===== src/rtl/adc_result_fifo.sv =====
module adc_result_fifo #(
  parameter int DEPTH    = 16,
  parameter int SAMPLE_W = 16,
  parameter int ADDR_W   = 12
) (
  input  logic                clk,
  input  logic                rst_n,
  input  logic [ADDR_W-1:0]   bus_addr,
  input  logic                bus_wr,
  input  logic                bus_rd,
  input  logic [31:0]         bus_wdata,
  output logic [31:0]         bus_rdata,
  input  logic                conv_valid,
  input  logic [SAMPLE_W-1:0] conv_data,
  output logic                conv_enable,
  output logic                wm_irq
);
  localparam int PTR_W = $clog2(DEPTH);
  localparam int CNT_W = PTR_W + 1;
  localparam int SHIFT = 3;
  localparam logic [ADDR_W-1:0] OFS_CTRL = ADDR_W'(12'h010);
  localparam logic [ADDR_W-1:0] OFS_STAT = ADDR_W'(12'h014);
  localparam logic [ADDR_W-1:0] OFS_IEN  = ADDR_W'(12'h018);
  localparam logic [ADDR_W-1:0] OFS_QCTL = ADDR_W'(12'h030);
  localparam logic [ADDR_W-1:0] OFS_RES  = ADDR_W'(12'h300);

  logic [SAMPLE_W-1:0] mem [DEPTH];
  logic [PTR_W-1:0]    wr_ptr, rd_ptr;
  logic [CNT_W-1:0]    fill_cnt;
  logic [4:0]          wm_q;
  logic [1:0]          ien_q;
  logic                en_q, srst_q, ovf_q;

  wire aligned = (bus_addr[1:0] == 2'b00);
  wire wr_ctrl = bus_wr && aligned && bus_addr == OFS_CTRL;
  wire wr_stat = bus_wr && aligned && bus_addr == OFS_STAT;
  wire wr_ien  = bus_wr && aligned && bus_addr == OFS_IEN;
  wire wr_qctl = bus_wr && aligned && bus_addr == OFS_QCTL;
  wire rd_res  = bus_rd && aligned && bus_addr == OFS_RES;

  wire flush   = srst_q || (wr_ctrl && (bus_wdata[8] || bus_wdata[1]));
  wire empty   = (fill_cnt == '0);
  wire full    = (fill_cnt == CNT_W'(DEPTH));
  wire pop     = rd_res && !empty && !flush;
  wire arrive  = conv_valid && en_q && !flush;
  wire push    = arrive && (!full || pop);
  wire dropped = arrive && full && !pop;

  function automatic logic [PTR_W-1:0] nxt(input logic [PTR_W-1:0] p);
    return (p == PTR_W'(DEPTH - 1)) ? '0 : p + 1'b1;
  endfunction

  always_ff @(posedge clk) begin
    if (push) mem[wr_ptr] <= conv_data;
  end

  always_ff @(posedge clk or negedge rst_n) begin
    if (!rst_n) begin
      wr_ptr   <= '0;
      rd_ptr   <= '0;
      fill_cnt <= '0;
    end else if (flush) begin
      wr_ptr   <= '0;
      rd_ptr   <= '0;
      fill_cnt <= '0;
    end else begin
      if (push) wr_ptr <= nxt(wr_ptr);
      if (pop)  rd_ptr <= nxt(rd_ptr);
      if (push && !pop)      fill_cnt <= fill_cnt + 1'b1;
      else if (pop && !push) fill_cnt <= fill_cnt - 1'b1;
    end
  end

  always_ff @(posedge clk or negedge rst_n) begin
    if (!rst_n) begin
      en_q   <= 1'b0;
      srst_q <= 1'b0;
      ien_q  <= '0;
      wm_q   <= '0;
      ovf_q  <= 1'b0;
    end else begin
      if (wr_ctrl) begin
        en_q   <= bus_wdata[0];
        srst_q <= bus_wdata[1];
      end
      if (wr_ien)  ien_q <= bus_wdata[1:0];
      if (wr_qctl) wm_q  <= bus_wdata[20:16];
      if (srst_q)                     ovf_q <= 1'b0;
      else if (dropped)               ovf_q <= 1'b1;
      else if (wr_stat && bus_wdata[0]) ovf_q <= 1'b0;
    end
  end

  always_comb begin
    bus_rdata = '0;
    if (aligned) begin
      unique case (bus_addr)
        OFS_CTRL: bus_rdata = {30'd0, srst_q, en_q};
        OFS_STAT: bus_rdata = {31'd0, ovf_q};
        OFS_IEN:  bus_rdata = {30'd0, ien_q};
        OFS_QCTL: bus_rdata = {11'd0, wm_q, 11'd0, 5'(fill_cnt)};
        OFS_RES:  if (!empty) bus_rdata = 32'(mem[rd_ptr]) << SHIFT;
        default:  bus_rdata = '0;
      endcase
    end
  end

  assign conv_enable = en_q;
  assign wm_irq      = (|ien_q) && (5'(fill_cnt) > wm_q);
endmodule



===== config.mk =====
export PLATFORM = sky130hd
export DESIGN_NAME = adc_result_fifo
export DESIGN_NICKNAME = d
export VERILOG_FILES = /design/src/rtl/adc_result_fifo.sv
export SDC_FILE = /design/constraint.sdc
export NUM_CORES = 1
export LEC_CHECK = 0
export CAP_MARGIN = 20
export CORE_MARGIN = 3
export CORE_UTILIZATION = 55
export CTS_CLUSTER_DIAMETER = 200
export DETAILED_ROUTE_END_ITERATION = 7
export GPL_TIMING_DRIVEN = 0
export PLACE_DENSITY = 0.81
export SYNTH_ARGS = -nofsm -noshare
export SYNTH_HDL_FRONTEND = slang
export SYNTH_SLANG_ARGS = --single-unit

===== constraint.sdc =====
create_clock -name clk -period 3.2 [get_ports clk]
set_input_delay 0.64 -clock clk [delete_from_list [all_inputs] [get_ports clk]]
set_output_delay 0.64 -clock clk [all_outputs]
set_load 0.05 [all_outputs]

==> flow_summary.toml, run 1 <==
[status]
status = "complete, but fails checks"
violations = "setup timing"

[critical_path]
cp_max_fo = 7
required_ns = 2.56
crit_type = "flop to primary output"
crit_arrival_ns = 2.67
reg2reg_depth = 11
r2r_slack_ns = 0.18
setup.worst_path.start = "rd_ptr[0]"
rr_startpoint = "fill_cnt[2]"
start_kind = "flop"
rr_endpoint = "fill_cnt[4]"
cp-end-kind = "primary output"

[timing]
fin_ws_ns = -0.114
setup_tns_ns = -1.10
final-setup-viol-count = 21
tightest_slew_ns = 1.03
slew_violations = 0
rsz0062_at_grt = "yes"
hold_viol = 0
finClkSkew_ns = 0.0103
fin_crit_sh_pct = 104
fin_crit_ns = 3.31
slew_headroom_pct = 31.3
fmax_mhz = 302

[synthesis]
ys_warn_count = 0
synthFlopType = "edfxtp_1"
synth.distinct_cells = 50
synthArstFlopShare_pct = 8.24
syn_inst = 618
synth-seq-area-share_pct = 70.9
ys_seq_elements = 279
synthesis.area_um2 = 11700
synth_area_per_cell_um2 = 18.9
synth_edf_count = 256

[cts]
clockBufferDepth = 3
cts_tree = "yes"
clock-sinks = 279
clk_latency_ns = 0.54
numCtsBuffers = 28
cts_max_level = 1
cts_root_buf = "clkbuf_16"
clk_pin_slew_ns = 0.06

[power_and_ir_drop]
p_sw_share_pct = 19.5
p_sw_uw = 1470
vdd_drop_max_uv = 628
seq_power_share_pct = 53.1
p_leak_uw = 0.00491
p_comb_share_pct = 2.6
p_per_area_nw_per_um2 = 518
pwr-share-clk_pct = 44.3
internal-power_uw = 6040

[finish]
layout_commonest_cell = "edfxtp_1"
layout-drive-gt1-share_pct = 35.8
antenna_cells = 0
final_cell_mix = "256 x edfxtp_1, 75 x mux4_2, 36 x clkdlybuf4s50_1, 33 x clkbuf_16, 30 x buf_4"
fin_nets = 835
syn_to_final_growth_pct = 24.2

[global_routing]
use_met1_pct = 33.1
first_global_vias = 6854
grt_max_degree = 24
track_usage_pct = 24.6
busiest_layer = "met2"
antenna_found_initial = 0
overflow = 0
grt_pass1_wl_mm = 41.3
use_met3_pct = 4.67
grtUsageMet2_pct = 40.4

[die]
core_area_um2 = 20600
die_y_um = 152
floorplan.rows = 52
die_x_um = 152
io_pins = 99
start_util_pct = 56.7
die_area_um2 = 23000

[route]
routed_via_density = 6.39
drc_errors = 0
ant_nets = 0
wl_per_cell_um = 28.0
wirelength_mm = 29.3
drt-initial-drc-count = 908
drt_pass1_iterations = 7
num_vias = 6691

[placement]
dp_slack_ns = -1.69
dp_hpwl_mm = 16.2
numPortBuffers = 62
gp_congestion = 0.904

[run]
max_cap_viol_count = 0

[worst_hold_path]
worstHoldPathType = "input port to asynchronous set/reset pin"
-- worst max-delay path by stage --
stage                    endpoint  slack [ns]
CTS                 bus_rdata[15]       -0.28
global placement       mem[7][11]       -1.96
floorplan               mem[4][0]       -0.06
detailed placement   bus_rdata[3]       -1.69
global route            mem[7][2]       -0.16
finish              bus_rdata[11]       -0.11
-- synth_stat cells, types with 2 or more instances --
cell	number	share of area (%)
edfxtp_1	256	66
mux4_2	75	14
nand2_1	26	0.84
dfrtp_1	23	4.9
nor2_1	21	0.68
a21oi_1	20	0.86
nand3_1	17	0.73
ha_1	14	1.5
o21ai_0	14	0.60
buf_4	13	0.84
and3_1	12	0.64
clkbuf_1	11	0.35
inv_1	11	0.35
nor2b_1	11	0.59
buf_2	9	0.39
mux2_2	9	0.87
mux2i_1	8	0.69
nor3_1	8	0.34
buf_1	5	0.16
mux2_4	5	0.64
a31oi_1	3	0.16
and2_1	3	0.16
and2b_1	3	0.19
and3_2	3	0.19
nor4_1	3	0.16
o21a_1	3	0.19
a211o_1	2	0.15
a21o_1	2	0.13
a31o_2	2	0.15
buf_6	2	0.19
nand4_1	2	0.11
o22ai_1	2	0.11
o31ai_1	2	0.13
xor2_1	2	0.15
-- metrics by stage --
step / hold slack (ns) / power [µW] / util [%] / cells / instance area, µm²
global route: 0.319 / 7690 / 70.5 / 1047 / 14500
finish: 0.315 / 7500 / 70.5 / 1047 / 14500
floorplan: 0.344 / 4130 / - / 628 / 11700
global placement: 0.508 / 4230 / 61.6 / 960 / 12700
detailed placement: 0.528 / 4240 / 62.2 / 966 / 12800
CTS: 0.550 / 7520 / 68.7 / 1030 / 14100
-- worst max-delay path, stage by stage (launching register included) --
cell and delay (ns):
dfrtp_2 0.44, buf_8 0.16, buf_12 0.14, buf_4 0.11
mux4_2 0.50, mux4_2 0.49, nor2b_4 0.15, buf_6 0.15
-- final cells by class --
cell class / count / area (µm²)
Sequential cell: 279 / 8260
Fill cell: 1218 / 6070
Inverter: 11 / 41.3
Buffer: 38 / 357
Tap cell: 270 / 338
Timing Repair Buffer: 99 / 1130
Clock buffer: 33 / 741
Clock inverter: 19 / 203
Multi-Input combinational cell: 298 / 3410
-- state kept, by name, indices dropped and copies added, names as in the netlist --
register and count:
ovf_q 1, mem 256, conv_enable 1, ien_q 2, wr_ptr 4, wm_q 5
srst_q 1, rd_ptr 4, fill_cnt 5
-- what timing repair did --
action,4_1_cts,5_1_grt
hold buffers,0,0
cloned,1,3
gates resized for setup,204,57
endpoints found under the hold margin,0,0
setup endpoints to repair,160,130
setup buffers,12,17
pin swaps,4,10
-- cells by family after synthesis --
| logic type | share of synthesized area [%] |
|---|---|
| adders and majority gates | 1.67 |
| other | 0.0322 |
| buffers and inverters | 2.29 |
| DFF | 70.9 |
| AOI/OAI and AO/OA | 2.62 |
| and+or+nand+nor | 5.62 |
| muxes | 16.7 |
| xor gates and xnor gates | 0.225 |
-- per-layer routing --
layer | share of wire, % | up-vias
li1 | - | 2766
met1 | 37 | 3426
met2 | 51 | 426
met3 | 9.0 | 73
met4 | 3.2 | 0
met5 | 0 | -
-- power by group through the flow --
stage	clock (µW)	combinational (µW)	sequential, µW
finish	3320	199	3980
global route	3490	212	3980
CTS	3350	187	3980
detailed placement	0	178	4060
global placement	0	169	4060
floorplan	0	71.5	4060
Note: power is estimated with default switching activity, not from simulation.
==> run 2: changes to the inputs <==
Settings changed: CELL_PAD_IN_SITES_DETAIL_PLACEMENT set to 1, CELL_PAD_IN_SITES_GLOBAL_PLACEMENT set to 1, CORE_UTILIZATION 55 to 50, PLACE_DENSITY 0.81 to 0.85.
==> flow_summary.toml, run 2 (same netlist as run 1, synthesis figures left out) <==
[global_routing]
use_met3_pct = 5.53
track_usage_pct = 26.7
overflow = 0
busiest_layer = "met2"
first_global_vias = 7415
grt_pass1_wl_mm = 49.5
use_met1_pct = 32.7
grt_max_degree = 24
antenna_found_initial = 1
grtUsageMet2_pct = 47.3

[timing]
fmax_mhz = 293
rsz0062_at_grt = "yes"
final-setup-viol-count = 16
slew_headroom_pct = 55.4
fin_crit_ns = 3.41
tightest_slew_ns = 0.666
fin_crit_sh_pct = 107
finClkSkew_ns = 0.0152
holdWs_ns = 0.343
fin_ws_ns = -0.213
hold_viol = 0
slew_violations = 0

[die]
io_pins = 99
core_area_um2 = 22800
die_area_um2 = 25200
die_y_um = 159
floorplan.rows = 55
start_util_pct = 51.2
die_x_um = 159

[critical_path]
start_kind = "flop"
crit_arrival_ns = 2.77
cp-end-kind = "primary output"
required_ns = 2.56
cp_max_fo = 7
crit_type = "flop to primary output"
reg2reg_depth = 11

[route]
ant_nets = 0
drt_pass1_iterations = 7
wl_per_cell_um = 31.3
drt-initial-drc-count = 781
wirelength_mm = 33.8
routed_via_density = 6.25
drc_errors = 0
num_vias = 6753

[run]
max_cap_viol_count = 0

[worst_hold_path]
worstHoldPathType = "input port to asynchronous set/reset pin"

[power_and_ir_drop]
internal-power_uw = 5910
p_sw_uw = 1560
pwr-share-clk_pct = 44.0
p_leak_uw = 0.00483
finalPower_uw = 7480
p_comb_share_pct = 2.8
p_per_area_nw_per_um2 = 517
seq_power_share_pct = 53.3
vdd_drop_max_uv = 490
p_sw_share_pct = 20.9

[cts]
clk_pin_slew_ns = 0.06
cts_max_level = 1
numCtsBuffers = 28
ctsHoldBuffers = 0
clockBufferDepth = 3
cts_root_buf = "clkbuf_16"
clk_latency_ns = 0.55
cts_tree = "yes"
clock-sinks = 279

[status]
violations = "setup timing"
status = "complete, but fails checks"

[placement]
dp_hpwl_mm = 18.6
gp_congestion = 0.812
numPortBuffers = 62

[finish]
top_regs = "mem (256), fill_cnt (5), wm_q (5)"
fin_nets = 828
layout-drive-gt1-share_pct = 35.9
nFillCells = 1911
largest_register_ffs = 256
largest-register = "mem"
final_cell_mix = "256 x edfxtp_1, 75 x mux4_2, 37 x clkdlybuf4s50_1, 30 x clkbuf_16, 25 x nand2_1"
layout_commonest_cell = "edfxtp_1"
antenna_cells = 0
syn_to_final_growth_pct = 24.0
run 2: through the flow:
| stage | instance area [µm²] | setup WS (ns) | std cells | setup TNS (ns) | util [%] |
|---|---|---|---|---|---|
| after global routing | 14500 | -0.246 | 1081 | -4.15 | 63.5 |
| after detailed placement | 12800 | -1.77 | 1010 | -182.05 | 56.4 |
| after CTS | 14300 | -0.267 | 1074 | -1.61 | 62.6 |
| after global placement | 12700 | -1.98 | 1003 | -251.85 | 55.8 |
| after floorplan | 11700 | -0.0566 | 628 | -3.12 | - |
| final | 14500 | -0.213 | 1081 | -1.94 | 63.5 |
run 2: repair_timing:
item / in CTS / in global routing
pin swaps: 2 / 4
hold endpoints to repair: 0 / 0
gates cloned: 1 / 1
setup buffers: 14 / 6
setup endpoints to repair: 215 / 182
gates resized for setup: 235 / 47
run 2: power by group through the flow:
stage | Sequential [µW] | Clock [µW] | Combinational [µW]
floorplan | 4060 | 0 | 71.5
global placement | 4060 | 0 | 169
detailed placement | 4060 | 0 | 180
CTS | 3980 | 3270 | 195
global route | 3980 | 3450 | 223
finish | 3980 | 3290 | 207
run 2: layout make-up:
| class | instances | area, µm² | share of cell area [%] |
|---|---|---|---|
| Buffer | 39 | 375 | 2.60 |
| Clock buffer | 32 | 716 | 4.95 |
| Multi-Input combinational cell | 298 | 3460 | 23.9 |
| Inverter | 11 | 41.3 | 0.286 |
| Sequential cell | 279 | 8270 | 57.2 |
| Tap cell | 313 | 392 | 2.71 |
| Timing Repair Buffer | 91 | 1030 | 7.10 |
| Clock inverter | 18 | 183 | 1.26 |
run 2: critical path, cell delays in order, from the launching register on:
cell and delay, ns:
dfrtp_2 0.46, buf_12 0.15, buf_12 0.14, buf_6 0.10, mux4_2 0.52, mux4_2 0.49, and2b_1 0.20, buf_6 0.16
run 2: final timing paths:
kind                             startpoint           end  slack, ns
worst min register to register     ien_q[0]      ien_q[0]       0.56
max in group asynchronous             rst_n     rd_ptr[0]       2.44
worst min-delay path                  rst_n        srst_q       0.34
min in group clk                   ien_q[0]      ien_q[0]       0.56
worst max register to register  fill_cnt[2]   fill_cnt[4]       0.21
worst max-delay path              rd_ptr[0]  bus_rdata[8]      -0.21
run 2: metal layers:
layer | wire [µm] | vias to the layer above
li1 | - | 2743
met1 | 12200 | 3530
met2 | 17600 | 390
met3 | 2690 | 90
met4 | 1300 | 0
met5 | 0 | -
